### src/rtl/rtc_sec_pkg.sv
package rtc_sec_pkg;

  typedef enum logic [1:0] {
    UPD_IDLE = 2'd0,
    UPD_STEP = 2'd1,
    UPD_ADJ  = 2'd2
  } upd_kind_e;

  localparam logic [3:0] ADDR_SEC  = 4'h0;
  localparam logic [3:0] ADDR_CTRL = 4'hE;
  localparam int unsigned CTRL_ADJ_BIT  = 0;
  localparam int unsigned CTRL_WTEN_BIT = 1;

  // 59 is the last value before the wrap
  function automatic logic bcd_sec_at_top(input logic [7:0] s);
    return (s[7:4] >= 4'd5) && (s[3:0] >= 4'd9);
  endfunction

  function automatic logic [7:0] bcd_sec_next(input logic [7:0] s);
    logic [7:0] r;
    if (s[3:0] >= 4'd9) begin
      if (s[7:4] >= 4'd5) r = 8'h00;
      else                r = {s[7:4] + 4'd1, 4'd0};
    end else begin
      r = {s[7:4], s[3:0] + 4'd1};
    end
    return r;
  endfunction

  // rounding to the nearest minute carries from 30 upward
  function automatic logic bcd_sec_rounds_up(input logic [7:0] s);
    return s[7:4] >= 4'd3;
  endfunction

endpackage

### src/rtl/rtc_sec_prescale.sv
module rtc_sec_prescale #(
  parameter int unsigned PRESCALE = 32768
) (
  input  logic clk,
  input  logic rst_n,
  input  logic tick_i,
  output logic sec_evt_o
);
  localparam int unsigned PW = (PRESCALE > 2) ? $clog2(PRESCALE) : 1;
  localparam logic [PW-1:0] LAST = PW'(PRESCALE - 1);

  logic [PW-1:0] cnt_q;
  logic          at_last;

  assign at_last   = (cnt_q == LAST);
  assign sec_evt_o = tick_i && at_last;

  always_ff @(posedge clk or negedge rst_n) begin
    if (!rst_n) begin
      cnt_q <= '0;
    end else if (tick_i) begin
      cnt_q <= at_last ? '0 : cnt_q + PW'(1);
    end
  end

  // the count never passes its terminal value
  a_r1_prescale_range: assert property (@(posedge clk) disable iff (!rst_n)
    cnt_q <= LAST);

endmodule

### src/rtl/rtc_sec_ctrl.sv
module rtc_sec_ctrl (
  input  logic clk,
  input  logic rst_n,
  input  logic ce_i,
  input  logic osc_run_i,
  input  logic ctrl_wr_i,
  input  logic ctrl_wten_i,
  output logic wten_o,
  output logic osc_stop_o
);

  always_ff @(posedge clk or negedge rst_n) begin
    if (!rst_n) begin
      wten_o     <= 1'b1;
      osc_stop_o <= 1'b1;
    end else if (!ce_i) begin
      wten_o <= 1'b1;
      if (!osc_run_i) osc_stop_o <= 1'b1;
    end else if (ctrl_wr_i) begin
      wten_o <= ctrl_wten_i;
      if (osc_run_i) osc_stop_o <= 1'b0;
    end
  end

  // deselecting the chip re-enables updates
  a_r6_ce_low_wten: assert property (@(posedge clk) disable iff (!rst_n)
    !ce_i |=> wten_o);

  // stop flag only leaves 1 through a control write
  a_r7_stop_sticky: assert property (@(posedge clk) disable iff (!rst_n)
    (osc_stop_o && !ctrl_wr_i) |=> osc_stop_o);

  // with the chip selected the flag moves only on a write with the oscillator running
  a_r8_selected_hold: assert property (@(posedge clk) disable iff (!rst_n)
    (ce_i && !(ctrl_wr_i && osc_run_i)) |=> $stable(osc_stop_o));

endmodule

### src/rtl/rtc_sec_seq.sv
module rtc_sec_seq
  import rtc_sec_pkg::*;
#(
  parameter int unsigned CARRY_TICKS = 3,
  parameter int unsigned ADJ_TICKS   = 4
) (
  input  logic clk,
  input  logic rst_n,
  input  logic tick_i,
  input  logic sec_evt_i,
  input  logic wten_i,
  input  logic adj_req_i,
  output logic busy_o,
  output logic step_o,
  output logic adj_o
);
  localparam int unsigned MAXT = (ADJ_TICKS > CARRY_TICKS) ? ADJ_TICKS : CARRY_TICKS;
  localparam int unsigned CW   = $clog2(MAXT + 1);

  logic          carry_pend_q;
  logic          adj_pend_q;
  upd_kind_e     kind_q;
  logic [CW-1:0] left_q;
  logic          finish;
  logic          start_adj;
  logic          start_step;

  assign finish     = busy_o && tick_i && (left_q == CW'(1));
  assign step_o     = finish && (kind_q == UPD_STEP);
  assign adj_o      = finish && (kind_q == UPD_ADJ);
  assign start_adj  = !busy_o && adj_pend_q;
  assign start_step = !busy_o && !adj_pend_q && carry_pend_q && wten_i;

  always_ff @(posedge clk or negedge rst_n) begin
    if (!rst_n) begin
      carry_pend_q <= 1'b0;
      adj_pend_q   <= 1'b0;
      busy_o       <= 1'b0;
      kind_q       <= UPD_IDLE;
      left_q       <= '0;
    end else begin
      // a single flag: further carries while one is saved merge into it
      if (sec_evt_i)       carry_pend_q <= 1'b1;
      else if (start_step) carry_pend_q <= 1'b0;

      if (adj_req_i)       adj_pend_q <= 1'b1;
      else if (start_adj)  adj_pend_q <= 1'b0;

      if (start_adj) begin
        busy_o <= 1'b1;
        kind_q <= UPD_ADJ;
        left_q <= CW'(ADJ_TICKS);
      end else if (start_step) begin
        busy_o <= 1'b1;
        kind_q <= UPD_STEP;
        left_q <= CW'(CARRY_TICKS);
      end else if (busy_o && tick_i) begin
        if (left_q == CW'(1)) begin
          busy_o <= 1'b0;
          kind_q <= UPD_IDLE;
        end
        left_q <= left_q - CW'(1);
      end
    end
  end

  // an allowed saved carry starts its window on the next clock
  a_r4_step_starts: assert property (@(posedge clk) disable iff (!rst_n)
    (!busy_o && carry_pend_q && wten_i && !adj_pend_q) |=> (busy_o && kind_q == UPD_STEP));

  // a pending adjustment takes precedence over a saved carry
  a_r3_adj_first: assert property (@(posedge clk) disable iff (!rst_n)
    (!busy_o && adj_pend_q) |=> (busy_o && kind_q == UPD_ADJ));

  // a busy window always has ticks left to run
  a_r2_window_live: assert property (@(posedge clk) disable iff (!rst_n)
    busy_o |-> (left_q != '0 && kind_q != UPD_IDLE));

  // with updates held off no increment is applied
  a_r4_hold_no_step: assert property (@(posedge clk) disable iff (!rst_n)
    (!busy_o && !wten_i) |=> (kind_q != UPD_STEP));

endmodule

### src/rtl/rtc_sec_digits.sv
module rtc_sec_digits
  import rtc_sec_pkg::*;
(
  input  logic       clk,
  input  logic       rst_n,
  input  logic       load_i,
  input  logic [7:0] load_val_i,
  input  logic       step_i,
  input  logic       adj_i,
  output logic [7:0] sec_o,
  output logic       min_carry_o
);

  always_ff @(posedge clk or negedge rst_n) begin
    if (!rst_n) begin
      sec_o       <= 8'h00;
      min_carry_o <= 1'b0;
    end else begin
      min_carry_o <= 1'b0;
      if (load_i) begin
        sec_o <= load_val_i;
      end else if (step_i) begin
        sec_o       <= bcd_sec_next(sec_o);
        min_carry_o <= bcd_sec_at_top(sec_o);
      end else if (adj_i) begin
        sec_o       <= 8'h00;
        min_carry_o <= bcd_sec_rounds_up(sec_o);
      end
    end
  end

  // a minute carry is only ever seen alongside 00
  a_r1_carry_at_zero: assert property (@(posedge clk) disable iff (!rst_n)
    min_carry_o |-> (sec_o == 8'h00));

  // the value stays a legal BCD second (given legal host loads)
  a_r1_bcd_range: assert property (@(posedge clk) disable iff (!rst_n)
    (sec_o[7:4] <= 4'd5) && (sec_o[3:0] <= 4'd9));

  // an adjustment always lands on 00
  a_r3_adj_zero: assert property (@(posedge clk) disable iff (!rst_n)
    adj_i |=> (sec_o == 8'h00));

endmodule

### src/rtl/rtc_sec_keeper.sv
module rtc_sec_keeper
  import rtc_sec_pkg::*;
#(
  parameter int unsigned PRESCALE    = 32768,
  parameter int unsigned CARRY_TICKS = 3,
  parameter int unsigned ADJ_TICKS   = 4
) (
  input  logic       clk,
  input  logic       rst_n,
  input  logic       tick_i,
  input  logic       osc_run_i,
  input  logic       ce_i,
  input  logic       wr_i,
  input  logic [3:0] addr_i,
  input  logic [7:0] wdata_i,
  output logic [7:0] sec_o,
  output logic       busy_o,
  output logic       wten_o,
  output logic       osc_stop_o,
  output logic       min_carry_o
);

  logic wr_ok;
  logic sec_wr;
  logic ctrl_wr;
  logic sec_load;
  logic adj_req;
  logic sec_evt;
  logic step_apply;
  logic adj_apply;

  assign wr_ok    = wr_i && ce_i;
  assign sec_wr   = wr_ok && (addr_i == ADDR_SEC);
  assign ctrl_wr  = wr_ok && (addr_i == ADDR_CTRL);
  assign sec_load = sec_wr && !busy_o;
  assign adj_req  = ctrl_wr && wdata_i[CTRL_ADJ_BIT];

  rtc_sec_prescale #(.PRESCALE(PRESCALE)) u_prescale (
    .clk       (clk),
    .rst_n     (rst_n),
    .tick_i    (tick_i),
    .sec_evt_o (sec_evt)
  );

  rtc_sec_ctrl u_ctrl (
    .clk         (clk),
    .rst_n       (rst_n),
    .ce_i        (ce_i),
    .osc_run_i   (osc_run_i),
    .ctrl_wr_i   (ctrl_wr),
    .ctrl_wten_i (wdata_i[CTRL_WTEN_BIT]),
    .wten_o      (wten_o),
    .osc_stop_o  (osc_stop_o)
  );

  rtc_sec_seq #(
    .CARRY_TICKS (CARRY_TICKS),
    .ADJ_TICKS   (ADJ_TICKS)
  ) u_seq (
    .clk       (clk),
    .rst_n     (rst_n),
    .tick_i    (tick_i),
    .sec_evt_i (sec_evt),
    .wten_i    (wten_o),
    .adj_req_i (adj_req),
    .busy_o    (busy_o),
    .step_o    (step_apply),
    .adj_o     (adj_apply)
  );

  rtc_sec_digits u_digits (
    .clk         (clk),
    .rst_n       (rst_n),
    .load_i      (sec_load),
    .load_val_i  (wdata_i),
    .step_i      (step_apply),
    .adj_i       (adj_apply),
    .sec_o       (sec_o),
    .min_carry_o (min_carry_o)
  );

  // a seconds write during a busy window leaves the value alone
  a_r10_busy_blocks_load: assert property (@(posedge clk) disable iff (!rst_n)
    (sec_wr && busy_o && !step_apply && !adj_apply) |=> $stable(sec_o));

  // nothing written while deselected reaches the counter
  a_r11_deselected_write: assert property (@(posedge clk) disable iff (!rst_n)
    (!ce_i && !step_apply && !adj_apply) |=> $stable(sec_o));

  // value changes only by load or by the end of a window
  a_r2_change_source: assert property (@(posedge clk) disable iff (!rst_n)
    (!sec_load && !step_apply && !adj_apply) |=> $stable(sec_o));

endmodule

### config.mk
export PLATFORM = sky130hd
export DESIGN_NAME = rtc_sec_keeper
export DESIGN_NICKNAME = d
export VERILOG_FILES = /design/src/rtl/rtc_sec_pkg.sv /design/src/rtl/rtc_sec_prescale.sv /design/src/rtl/rtc_sec_ctrl.sv /design/src/rtl/rtc_sec_seq.sv /design/src/rtl/rtc_sec_digits.sv /design/src/rtl/rtc_sec_keeper.sv
export SDC_FILE = /design/constraint.sdc
export NUM_CORES = 1
export LEC_CHECK = 0
export BUFFER_PORTS_ARGS = -buffer_cell sky130_fd_sc_hd__buf_4
export CORE_MARGIN = 2
export CORE_UTILIZATION = 25
export DETAILED_ROUTE_END_ITERATION = 16
export GPL_TIMING_DRIVEN = 0
export PLACE_DENSITY = 0.53
export SYNTH_ARGS = -nofsm -noshare
export SYNTH_HDL_FRONTEND = slang
export SYNTH_HIERARCHICAL = 1
export SYNTH_SLANG_ARGS = --single-unit
export TNS_END_PERCENT = 10
### constraint.sdc
create_clock -name clk -period 3.15 [get_ports clk]
set_input_delay 0.63 -clock clk [delete_from_list [all_inputs] [get_ports clk]]
set_output_delay 0.63 -clock clk [all_outputs]
set_load 0.03 [all_outputs]
# [After elaboration in Yosys (flattened, before gate mapping)]
# Index checks and enable logic that the tools add are counted.
[op_classes] add_sub_neg=4 order_cmp=3 n_eq_ne=9 mux=30 n_reduce_logical=26
[op_table] operator="8-bit two-way mux" count=5
[op_table] operator="1-bit two-way mux" count=17
[op_table] operator="15-bit by 1-bit adder with 15-bit output (second input constant)" count=1
[op_table] operator="15-bit equality test (second input constant)" count=1
[op_table] operator="1-bit logical AND" count=15
[op_table] operator="15-bit two-way mux" count=1
[op_table] operator="3-bit two-way mux" count=3
[op_table] operator="3-bit nonzero test" count=3
[op_table] operator="4-bit by 1-bit adder with 4-bit output (second input constant)" count=2
[op_table] operator="2-bit two-way mux" count=4
[op_table] operator="4-bit equality test (second input constant)" count=1
[op_table] operator="4-bit by 2-bit greater-or-equal comparator with 1-bit output (second input constant)" count=1
[op_table] operator="4-bit by 3-bit greater-or-equal comparator with 1-bit output (second input constant)" count=1
[op_table] operator="4-bit greater-or-equal comparator (second input constant)" count=1
[op_table] operator="4-bit zero test" count=1
[op_table] operator="2-bit by 1-bit != test with 1-bit output (second input constant)" count=2
[op_table] operator="2-bit AND reduction" count=2
[op_table] operator="2-bit nonzero test" count=2
[op_table] operator="3-bit by 1-bit equality test with 1-bit output (second input constant)" count=1
[op_table] operator="3-bit by 2-bit != test with 1-bit output (second input constant)" count=1
[op_table] operator="3-bit AND reduction" count=1
[op_table] operator="3-bit by 1-bit subtractor with 3-bit output (second input constant)" count=1
[op_table] operator="2-bit by 1-bit equality test with 1-bit output (second input constant)" count=1
[op_table] operator="2-bit equality test (second input constant)" count=1
[op_table] operator="other kinds (2)" count=3
[word_totals] regBits=34 inputBits=18 output_inout_bits=12 elab_cells=83

# [Logic depth before layout (Yosys ltp)]
# Gate-level depths: netlist of the first run.
[logic_depth] ltp_word=6 ltp_mapped=9 ltp_nobuf=8

# [Modules after synthesis]
# Netlist of the first run, hierarchy kept.
[by_module_without_submodules] module="rtc_sec_prescale" instances=1 cells_each=71 area_per_inst_um2=754.5 seq_area_each_um2=375.4
[by_module_without_submodules] module="rtc_sec_digits" instances=1 cells_each=66 area_per_inst_um2=615.6 seq_area_each_um2=225.2
[by_module_without_submodules] module="rtc_sec_seq" instances=1 cells_each=39 area_per_inst_um2=436.7 seq_area_each_um2=200.2
[by_module_without_submodules] module="rtc_sec_ctrl" instances=1 cells_each=6 area_per_inst_um2=82.6 seq_area_each_um2=52.6
[by_module_without_submodules] module="rtc_sec_keeper" instances=1 cells_each=7 area_per_inst_um2=37.5 seq_area_each_um2=0.0

# [Least setup slack after synthesis of the first run]
# Ideal clock, no wire load.
[synth_path] path_type="in2reg" from="input port addr_i[3]" to="register u_digits.sec_o[6]" setup_ns=0.126 arrival_time_ns=1.982 required_ns=3.024 path_slack_ns=1.042 cell_stages=5 cell_sequence="or4_1 > nor2_1 > a311o_1 > o41ai_2 > a221o_1"
[synth_between] elab_chain_cells=5 word_cells_on_any_way=7 classes_between="1 x eq/ne; 1 x mux; 5 x reduce/logical"
[synth_lines] item="start, declared" line="rtc_sec_keeper.sv:14" text="input logic [3:0] addr_i,"
[synth_lines] item="4-bit zero test (*)" line="rtc_sec_keeper.sv:33" text="assign sec_wr = wr_ok && (addr_i == ADDR_SEC);"
[synth_lines] item="1-bit logical AND (*)" line="rtc_sec_keeper.sv:33"
[synth_lines] item="1-bit logical AND (*)" line="rtc_sec_keeper.sv:35" text="assign sec_load = sec_wr && !busy_o;"
[synth_lines] item="named net sec_load" line="rtc_sec_keeper.sv:26" text="logic sec_load;"
[synth_lines] item="3-bit by 2-bit != test with 1-bit output (no line) / 3-bit nonzero test (equally long branches)"
[synth_lines] item="2-bit AND reduction (no line)"
[synth_lines] item="end signal, assigned" line="rtc_sec_digits.sv:21" text="sec_o <= load_val_i;"
[synth_lines] item="end signal, assigned" line="rtc_sec_digits.sv:23" text="sec_o <= bcd_sec_next(sec_o);"
[synth_lines] item="end, declared" line="rtc_sec_digits.sv:10" text="output logic [7:0] sec_o,"
# The timed path passes the listed nets; every way through them passes the cells marked *.
# A chain may end at the register's enable or synchronous reset.

# [Worst setup path after layout of the first run]
# Ends and elaborated chain as after synthesis.

==> results of run 1 <==
[state kept, by name, indices dropped and copies added (netlist names), 2 cells and up]
register / flops
u_seq/left_q: 3
u_seq/kind_q: 2
u_prescale/cnt_q: 15
u_digits/sec_o: 8
[cells in the mapped netlist (5+ instances only)]
cell     count
a21oi_1      6
nand3_1     10
a21o_1       5
inv_1       14
ha_1         9
nand2_1     17
nand4_1      5
dfrtp_1     32
nor2_1      13
xnor2_1     10
[per-layer routing]
| metal | up-vias | part of all wire (%) |
|---|---|---|
| met5 | - | 0 |
| met4 | 0 | 0.41 |
| met3 | 2 | 3.6 |
| met2 | 25 | 45 |
| met1 | 690 | 51 |
| li1 | 758 | - |
[power groups by stage]
stage               logic, mW  registers [mW]  clock network [mW]
CTS                     0.582           0.676               0.413
finish                  0.578           0.674               0.398
global route            0.647           0.695               0.433
detailed placement      0.580           0.683                   0
floorplan               0.329           0.746                   0
global placement        0.570           0.681                   0
[per-stage QoR]
stage                     utilization (%)  area (µm²)
after floorplan                         -        1930
after global placement               29.9        2270
after detailed placement             29.9        2270
after CTS                            31.3        2380
after global routing                 31.3        2380
final                                31.3        2380
[how the worst min path moves through the flow]
stage,to,cells after the start
floorplan,u_digits/min_carry_o,0
global placement,u_prescale/cnt_q[14],1
detailed placement,u_prescale/cnt_q[14],1
CTS,u_prescale/cnt_q[10],1
global route,u_prescale/cnt_q[10],1
finish,u_prescale/cnt_q[10],1
[cells by family (layout without fill, tap and decap cells)]
family / count (synthesis) / count (layout)
mux: 4 / 4
fa+ha+maj: 9 / 9
flops: 34 / 34
simple gates: 79 / 79
compound gates: 34 / 34
buf+inv: 17 / 54
xor+xnor: 12 / 12
[cell type report]
class                      instances  area (µm²)  share of cell area (%)
buffer                             3        25.0                    1.05
clock buffer                       5        68.8                    2.89
clock inverter                     3        40.0                    1.68
inverter                          14        52.6                    2.21
multi-input combinational        138         996                    41.8
sequential                        34         853                    35.8
tap                              102         128                    5.36
timing repair buffer              29         218                    9.14
[placed cells by master, fill, tap and decap left out, types with 2 or more instances in the layout]
| cell type | n |
|---|---|
| a211oi_1 | 2 |
| nand3_1 | 10 |
| xnor2_1 | 10 |
| nor2_1 | 13 |
| a21boi_0 | 2 |
| nand3b_1 | 3 |
| nor4_1 | 4 |
| dfstp_2 | 2 |
| dfrtp_1 | 32 |
| a31oi_1 | 4 |
| a221oi_1 | 2 |
| nor3_1 | 4 |
| o22ai_1 | 2 |
| clkinv_2 | 2 |
| inv_1 | 14 |
| mux2i_1 | 4 |
| nor3b_2 | 2 |
| buf_4 | 30 |
| nand2_1 | 17 |
| o21ai_0 | 3 |
| nand2b_1 | 3 |
| ha_1 | 9 |
| a221o_1 | 2 |
| clkbuf_8 | 6 |
| a21oi_1 | 6 |
| a21o_1 | 5 |
| nand4_1 | 5 |
| xor2_1 | 2 |
==> flow_metrics.env, run 1 <==
export IMPL_status="finished clean"
export IMPL_synthesis_nets=216
export IMPL_yosysTopAreaCell="dfrtp_1"
export IMPL_r2r_cells=8
export IMPL_via_count=1475
export IMPL_numCtsBuffers=5
export IMPL_synth_xor_area_share_pct=5.45
export IMPL_critPathArrivalTime_ns=2.44
export IMPL_worst_path_buf_inv=1
export IMPL_cts_resized=0
export IMPL_grt_pass1_wl_mm=6.73
export IMPL_worst_slack_ns=0.887
export IMPL_r2r_slack_ns=0.95
export IMPL_critPathTopFamily="simple AND/OR/NAND/NOR gates"
export IMPL_synth_seq_cells=34
export IMPL_drt_iter0_drc=49
export IMPL_antenna_found_initial=0
export IMPL_clk_latency_ns=0.28
export IMPL_portBuffers=29
export IMPL_dieArea_um2=8430
export IMPL_hold_violations=0
export IMPL_synth_area_per_cell_um2=10.2
export IMPL_grt_overflow_total=0
export IMPL_first_pass_iters=4
export IMPL_critPathSlowestCell="or4_1"
export IMPL_grt_max_degree=35
export IMPL_synth_area_top_cells="dfrtp_1, ha_1, xnor2_1, nand2_1, dfstp_2"
export IMPL_use_met2_pct=15.1
export IMPL_cts_max_level=2
export IMPL_place_ws_ns=0.618
export IMPL_fin_cells=328
export IMPL_finalNetCount=252
export IMPL_dp_cells=320
export IMPL_worst_clock_skew_ns=0.00540
export IMPL_total_leakage_power_nw=1.05
export IMPL_netSwitchingFraction_pct=37.5
export IMPL_drc=0
export IMPL_powerDensity_nw_per_um2=693
export IMPL_gp_congestion=0.735
export IMPL_synth_simple_gate_area_share_pct=25.4
export IMPL_cts_tree="yes"
export IMPL_finalSetupViolations=0
export IMPL_cp_endpoint="u_digits/sec_o[6]"
export IMPL_cts_setup_buffers=0
export IMPL_grt_usage_pct=9.89
export IMPL_fmax_ghz=0.442
export IMPL_grt_pass1_vias=1437
export IMPL_finalCriticalPeriod_ns=2.26
export IMPL_start_kind="primary input"
export IMPL_die_y_um=91.8
export IMPL_pwr_share_clk_pct=24.1
export IMPL_comb_power_share_pct=35.0
export IMPL_n_antenna_cell=0
export IMPL_synthToLayoutAreaGrowth_pct=23.6
export IMPL_ys_warn_count=6
export IMPL_maxSlewViolCount=0
export IMPL_worst_pin_slew_ns=0.673
export IMPL_fin_tns_setup_ns=0
export IMPL_ys_types=52
export IMPL_worstSetupPathType="in2reg"
export IMPL_ys_flop_type="dfrtp_1"
export IMPL_clk_pin_slew_worst_paths_ns=0.07
export IMPL_grt_busiest_layer="met2"
export IMPL_relSlewSlack_pct=54.8
export IMPL_rsz0062_at_grt="false"
export IMPL_hold_buffers=0
export IMPL_fp_dieW_um=91.8
export IMPL_p_int_mw=1.03
export IMPL_slowest_delay_ns=0.51
export IMPL_seq_area_frac_synth_pct=44.3
export IMPL_synth_area_um2=1930
export IMPL_core_area_um2=7610
export IMPL_total_power_mw=1.65
export IMPL_routed_wl_mm=3.87
export IMPL_ir_worst_vdd_mv=0.247
export IMPL_cts_root_buf="clkbuf_8"
export IMPL_period_share_pct=71.8
export IMPL_switching_power_uw=618
export IMPL_synthCells=189
export IMPL_whs_ns=0.288
export IMPL_drive_gt1_share_pct=24.8
export IMPL_synthMuxAreaShare_pct=2.08
export IMPL_met1_usage_pct=13.9
export IMPL_ctsLongestPathBuffers=2
export IMPL_synth_edf_count=0
export IMPL_num_io_pins=30
export IMPL_synth_compound_area_share_pct=12.9
export IMPL_synth_fa_ha_area_share_pct=5.84
export IMPL_crit_start="addr_i[3]"
export IMPL_drtAntennaViolNets=0
export IMPL_rows=32
export IMPL_viasPerCell=4.50
export IMPL_path_cells="buf_4 > or4_1 > nor2_1 > a311o_1 > o41ai_2 > a221o_1"
export IMPL_wl_per_cell_um=11.8
export IMPL_worst_path_stages=6
export IMPL_maxCapViolCount=0
export IMPL_r2r_end="u_digits/sec_o[5]"
export IMPL_dp_hpwl_mm=2.84
export IMPL_cts_sinks=34
export IMPL_gr_usage_met3_pct=2.47
export IMPL_hold_path_class="in2async"
export IMPL_r2r_start="u_seq/left_q[1]"
export IMPL_required_ns=3.32
export IMPL_async_reset_ff_share_pct=100
export IMPL_initial_core_util_pct=25.3
export IMPL_fillCellCount=826
export IMPL_worstSetupEndpointType="register"
export IMPL_synth_top_family_by_area="simple AND/OR/NAND/NOR gates"
export IMPL_crit_fanout=6
export IMPL_yosys_area_top_type_share_pct=41.6
export IMPL_seq_power_share_pct=40.9
Note: power is estimated with default switching activity, not from simulation.
==> run 2, diff against run 1 <==
Settings changed: PLACE_DENSITY 0.53 to 0.54.
Clock period 3.15 ns to 2 ns, I/O delays scaled along.
==> run 2 against run 1 <==
Effect of this change:
- sequential cell count unchanged
- sequential power up 60%
- setup slack worse by 0.81 ns
- global-route usage about the same
- power up 54%
- die area unchanged
- clock skew down 0.0019 ns
- combinational power up 64%
- utilization up 0.84 points
- register-to-register slack worse by 0.88 ns
- largest cell class unchanged
==> flow_metrics.env, run 2 (synthesis results as in run 1) <==
export IMPL_status="finished clean"
export IMPL_synthToLayoutAreaGrowth_pct=26.9
export IMPL_critPathTopFamily="compound AO/OA/AOI/OAI gates"
export IMPL_final_cell_area_um2=2440
export IMPL_fillCellCount=815
export IMPL_dp_cells=320
export IMPL_final_common_cell="buf_4"
export IMPL_grt_pass1_vias=1459
export IMPL_worstSetupEndpointType="register"
export IMPL_top_register="u_prescale/cnt_q"
export IMPL_wl_per_cell_um=11.7
export IMPL_finalSetupViolations=0
export IMPL_critPathSlowestCell="dfrtp_1"
export IMPL_largest_reg_flops=15
export IMPL_critPathArrivalTime_ns=2.10
export IMPL_maxCapViolCount=0
export IMPL_period_share_pct=96.4
export IMPL_multi_input_area_um2=1050
export IMPL_worst_path_buf_inv=1
export IMPL_cts_root_buf="clkbuf_8"
export IMPL_register_area_um2=855
export IMPL_mostFrequentLayoutCells="buf_4, dfrtp_1, nand2_1"
export IMPL_first_pass_iters=4
export IMPL_cts_sinks=34
export IMPL_comb_power_share_pct=37.1
export IMPL_ir_worst_vdd_mv=0.448
export IMPL_die_y_um=91.8
export IMPL_netSwitchingFraction_pct=38.7
export IMPL_whs_ns=0.0494
export IMPL_hold_path_class="in2async"
export IMPL_required_ns=2.17
export IMPL_drc=0
export IMPL_seq_power_share_pct=42.2
export IMPL_powerDensity_nw_per_um2=1040
export IMPL_worstSetupPathType="reg2reg"
export IMPL_numCtsBuffers=5
export IMPL_fin_cells=332
export IMPL_slowest_delay_ns=0.37
export IMPL_dp_hpwl_mm=2.77
export IMPL_core_area_um2=7610
export IMPL_worst_clock_skew_ns=0.00352
export IMPL_ctsLongestPathBuffers=2
export IMPL_clk_pin_slew_worst_paths_ns=0.07
export IMPL_grt_usage_pct=9.92
export IMPL_cts_max_level=2
export IMPL_portBuffers=29
export IMPL_drt_iter0_drc=86
export IMPL_routed_wl_mm=3.90
export IMPL_finalNetCount=256
export IMPL_switching_power_uw=987
export IMPL_total_leakage_power_nw=1.06
export IMPL_fin_tns_setup_ns=0
export IMPL_worst_path_stages=8
export IMPL_drive_gt1_share_pct=28.7
export IMPL_grt_max_degree=35
export IMPL_final_util_pct=32.1
export IMPL_drtAntennaViolNets=0
export IMPL_fp_dieW_um=91.8
export IMPL_clk_latency_ns=0.29
export IMPL_worst_pin_slew_ns=0.698
export IMPL_initial_core_util_pct=25.3
export IMPL_p_int_mw=1.56
export IMPL_hold_violations=0
export IMPL_num_io_pins=30
export IMPL_antenna_found_initial=0
export IMPL_grt_pass1_wl_mm=6.75
export IMPL_finalCriticalPeriod_ns=1.93
export IMPL_gp_congestion=0.754
export IMPL_rows=32
export IMPL_viasPerCell=4.59
export IMPL_path_cells="inv_2 > ha_4 > nand4b_4 > nor3b_4 > nor2b_2 > a311o_2 > o41ai_2 > a221o_1"
export IMPL_via_count=1524
export IMPL_grt_overflow_total=0
export IMPL_fmax_ghz=0.519
export IMPL_crit_fanout=6
export IMPL_r2r_cells=8
export IMPL_n_antenna_cell=0
export IMPL_pwr_share_clk_pct=20.6
export IMPL_maxSlewViolCount=0
export IMPL_rsz0062_at_grt="true"
export IMPL_cts_tree="yes"
export IMPL_place_area_um2=2270
export IMPL_dieArea_um2=8430
export IMPL_largestRegisters="u_prescale/cnt_q x15, u_digits/sec_o x8, u_seq/left_q x3"
export IMPL_relSlewSlack_pct=53.1
export IMPL_start_kind="register"
[run 2: cell types whose count changed in the layout (fill, tap and decap cells not counted), sizes merged]
| cell | delta |
|---|---|
| buf | +4 |
| clkbuf | +3 |
| clkinv | -2 |
| bufinv | -1 |
[run 2: power by group through the flow]
stage          logic [mW]  clock network [mW]  registers [mW]
2_1_floorplan       0.519                   0            1.18
3_3_place_gp        0.900                   0            1.07
3_5_place_dp        0.919                   0            1.08
4_1_cts             0.929               0.557            1.07
5_1_grt              1.05               0.582            1.12
6_report            0.946               0.525            1.08
[run 2: worst paths after layout]
path / startpoint / to / slack, ns
max in group asynchronous: rst_n / u_ctrl/wten_o / 1.60
max reg2reg: u_seq/left_q[1] / u_digits/sec_o[6] / 0.07
max: u_seq/left_q[1] / u_digits/sec_o[6] / 0.07
min in group clk: ce_i / u_ctrl/wten_o / 0.27
min: rst_n / u_digits/sec_o[4] / 0.05
min reg2reg: u_prescale/cnt_q[14] / u_prescale/cnt_q[14] / 0.49
[run 2: cell type report]
type	count	share of cell area (%)
inverter	14	2.15
buffer	3	1.02
timing repair buffer	33	10.1
tap	102	5.22
clock buffer	8	3.68
multi-input combinational	138	42.8
sequential	34	35.0
[run 2: timing repair]
action / in CTS / in global routing
resized for setup: 6 / 5
pin swaps: 2 / 4
hold buffers: 0 / 0
setup buffers: 2 / 2
hold endpoints to repair: 0 / 0
setup endpoints to repair: 3 / 5
[run 2: layer usage]
layer | share of wire, % | wire [µm] | GRT usage (%) | vias to the layer above
met5 | 0 | 0 | 0 | -
met4 | 1.3 | 51 | 4.10 | 0
met3 | 3.1 | 119 | 2.55 | 5
met2 | 45 | 1750 | 14.9 | 25
met1 | 51 | 1980 | 13.6 | 734
li1 | - | - | - | 760
[run 2: metrics by stage]
step / worst slack, ns / total power [mW]
floorplan: 0.0306 / 1.70
detailed placement: -0.302 / 1.99
finish: 0.0726 / 2.55
global placement: -0.305 / 1.97
CTS: 0.00936 / 2.55
global route: -0.0500 / 2.75
==> run 3, diff against run 2 <==
Settings changed: ABC_AREA set to 1, SLEW_MARGIN set to 20.
==> run 3 against run 2 <==
Effect of this change:
- clock power grew 3.8%
- setup slack better by 0.18 ns
- die area up 8.6%
- clock-buffer cell count shrank 2
- first-iteration DRC count down 28%
- global-route usage increased by 0.81 points
- fmax grew 10%
- critical path type unchanged
- largest power group unchanged
- highest routed layer unchanged
==> flow_metrics.env, run 3 <==
export IMPL_synth_edf_count=0
export IMPL_finalSetupViolations=0
export IMPL_drt_iter0_drc=62
export IMPL_ys_flop_type="dfrtp_1"
export IMPL_synth_area_per_cell_um2=7.58
export IMPL_cts_root_buf="clkbuf_8"
export IMPL_grt_overflow_total=0
export IMPL_maxCapViolCount=0
export IMPL_path_cells="inv_1 > ha_1 > nand4_1 > buf_4 > nor3_4 > inv_1 > nor2_4 > nand3_2 > inv_1 > nand2_1 > nand3_2"
export IMPL_dieArea_um2=9150
export IMPL_drc=0
export IMPL_synthCells=277
export IMPL_powerDensity_nw_per_um2=1010
export IMPL_start_kind="register"
export IMPL_top_register="u_prescale/cnt_q"
export IMPL_num_io_pins=30
export IMPL_maxSlewViolCount=0
export IMPL_rows=33
export IMPL_gp_congestion=0.743
export IMPL_synth_common_cells="nand2_1, inv_1, nor2_1, dfrtp_1, nand3_1"
export IMPL_dp_hpwl_mm=3.17
export IMPL_place_ws_ns=0.0321
export IMPL_portBuffers=29
export IMPL_hold_path_class="in2async"
export IMPL_synthesis_nets=304
export IMPL_r2r_slack_ns=0.25
export IMPL_viasPerCell=4.22
export IMPL_r2r_end="u_digits/sec_o[6]"
export IMPL_numCtsBuffers=5
export IMPL_cp_endpoint="u_digits/sec_o[6]"
export IMPL_rsz0062_at_grt="false"
export IMPL_async_reset_ff_share_pct=100
export IMPL_finalNetCount=341
export IMPL_antenna_found_initial=0
export IMPL_relSlewSlack_pct=68.9
export IMPL_status="finished clean"
export IMPL_synthToLayoutAreaGrowth_pct=22.1
export IMPL_synth_area_um2=2100
export IMPL_cts_max_level=2
export IMPL_routed_wl_mm=4.35
export IMPL_grt_pass1_wl_mm=7.58
export IMPL_worstSetupEndpointType="register"
export IMPL_drive_gt1_share_pct=21.9
export IMPL_crit_fanout=6
export IMPL_largest_reg_flops=15
export IMPL_wl_per_cell_um=10.4
export IMPL_total_power_mw=2.60
export IMPL_r2r_start="u_seq/left_q[1]"
export IMPL_mostFrequentLayoutCells="nand2_1, inv_1, nor2_1"
export IMPL_clk_pin_slew_worst_paths_ns=0.08
export IMPL_initial_core_util_pct=25.7
export IMPL_final_common_cell="nand2_1"
export IMPL_worst_pin_slew_ns=0.467
export IMPL_period_share_pct=87.3
export IMPL_fmax_ghz=0.572
export IMPL_whs_ns=0.0546
export IMPL_worst_slack_ns=0.253
export IMPL_worst_clock_skew_ns=0.00651
export IMPL_n_antenna_cell=0
export IMPL_required_ns=2.24
export IMPL_synth_seq_cells=34
export IMPL_cpMostUsedCell="inv_1"
export IMPL_first_pass_iters=4
export IMPL_seq_area_frac_synth_pct=40.6
export IMPL_final_util_pct=31.4
export IMPL_ctsLongestPathBuffers=2
export IMPL_worstSetupPathType="reg2reg"
export IMPL_core_area_um2=8180
export IMPL_ys_types=31
export IMPL_grt_usage_pct=10.7
export IMPL_slowest_delay_ns=0.38
export IMPL_die_y_um=95.7
export IMPL_synth_area_top_cells="dfrtp_1, nand2_1, inv_1, nor2_1, nand3_1"
export IMPL_grt_pass1_vias=1658
export IMPL_cts_sinks=34
export IMPL_via_count=1774
export IMPL_ys_warn_count=6
export IMPL_ir_worst_vdd_mv=0.275
export IMPL_clk_latency_ns=0.29
export IMPL_fin_tns_setup_ns=0
export IMPL_drtAntennaViolNets=0
export IMPL_cts_tree="yes"
export IMPL_yosysTopAreaCell="dfrtp_1"
export IMPL_critPathSlowestCell="dfrtp_1"
export IMPL_largestRegisters="u_prescale/cnt_q x15, u_digits/sec_o x8, u_seq/left_q x3"
export IMPL_yosys_area_top_type_share_pct=38.1
export IMPL_fp_dieW_um=95.7
export IMPL_finalCriticalPeriod_ns=1.75
export IMPL_critPathArrivalTime_ns=1.98
export IMPL_hold_violations=0
export IMPL_r2r_cells=11
export IMPL_crit_start="u_seq/left_q[1]"
export IMPL_total_leakage_power_nw=1.41
export IMPL_grt_max_degree=35
export IMPL_synthMostInstantiatedCell="nand2_1"
## run 3: how the worst min path moves through the flow
stage	start	to	slack, ns	cells past startpoint
6_report	rst_n	u_seq/left_q[0]	0.05	1
5_1_grt	rst_n	u_seq/left_q[0]	0.08	1
4_1_cts	rst_n	u_prescale/cnt_q[10]	0.07	1
3_5_place_dp	rst_n	u_seq/left_q[1]	0.39	1
3_3_place_gp	rst_n	u_seq/left_q[1]	0.39	1
2_1_floorplan	rst_n	u_digits/min_carry_o	0.10	0
## run 3: cell families (layout without fill, tap and decap cells)
logic type	after synthesis	count (layout)	synth area share [%]
AND/OR/NAND/NOR	170	170	39.1
buffers and inverters	48	86	8.93
flip-flops	34	34	40.6
adder cells (fa/ha/maj)	9	9	5.36
XOR/XNOR	9	9	3.75
AO/OA/AOI/OAI	7	7	2.26
## run 3: area by class of cell
type	count	area, µm²
fill	879	5610
tap	105	131
multi-input combinational	195	1070
inverter	47	176
clock inverter	2	12.5
clock buffer	6	82.6
sequential	34	855
timing repair buffer	30	225
buffer	1	11.3
## run 3: worst max-delay path, delay by kind of cell (launching register included)
family,cells,cell delay (ns)
buffers and inverters,4,0.44
and+or+nand+nor,6,0.74
DFF,1,0.38
adders and majority gates,1,0.13
## run 3: where the power goes
| group | switching [mW] | total (mW) | leakage (nW) | internal, mW |
|---|---|---|---|---|
| clock | 0.268 | 0.545 | 0.0472 | 0.277 |
| combinational | 0.577 | 0.958 | 0.934 | 0.381 |
| sequential | 0.221 | 1.09 | 0.426 | 0.874 |
## run 3: what timing repair did
| item | CTS | global route |
|---|---|---|
| endpoints found under the setup margin | 0 | 7 |
| setup buffers | 0 | 1 |
| hold buffers | 0 | 0 |
| gates resized for setup | 0 | 3 |
## run 3: stage by stage
| step | instances | area, µm² |
|---|---|---|
| after floorplan | 277 | 2100 |
| after global placement | 411 | 2450 |
| after detailed placement | 411 | 2450 |
| after CTS | 419 | 2540 |
| after global routing | 420 | 2560 |
| final | 420 | 2560 |
## run 3: layer usage
metal / vias up / share of wire [%] / global-route usage, %
met5: - / 0 / 0
met4: 0 / 1.9 / 5.00
met3: 8 / 3.7 / 2.85
met2: 25 / 47 / 16.8
met1: 809 / 48 / 13.7
li1: 932 / - / -
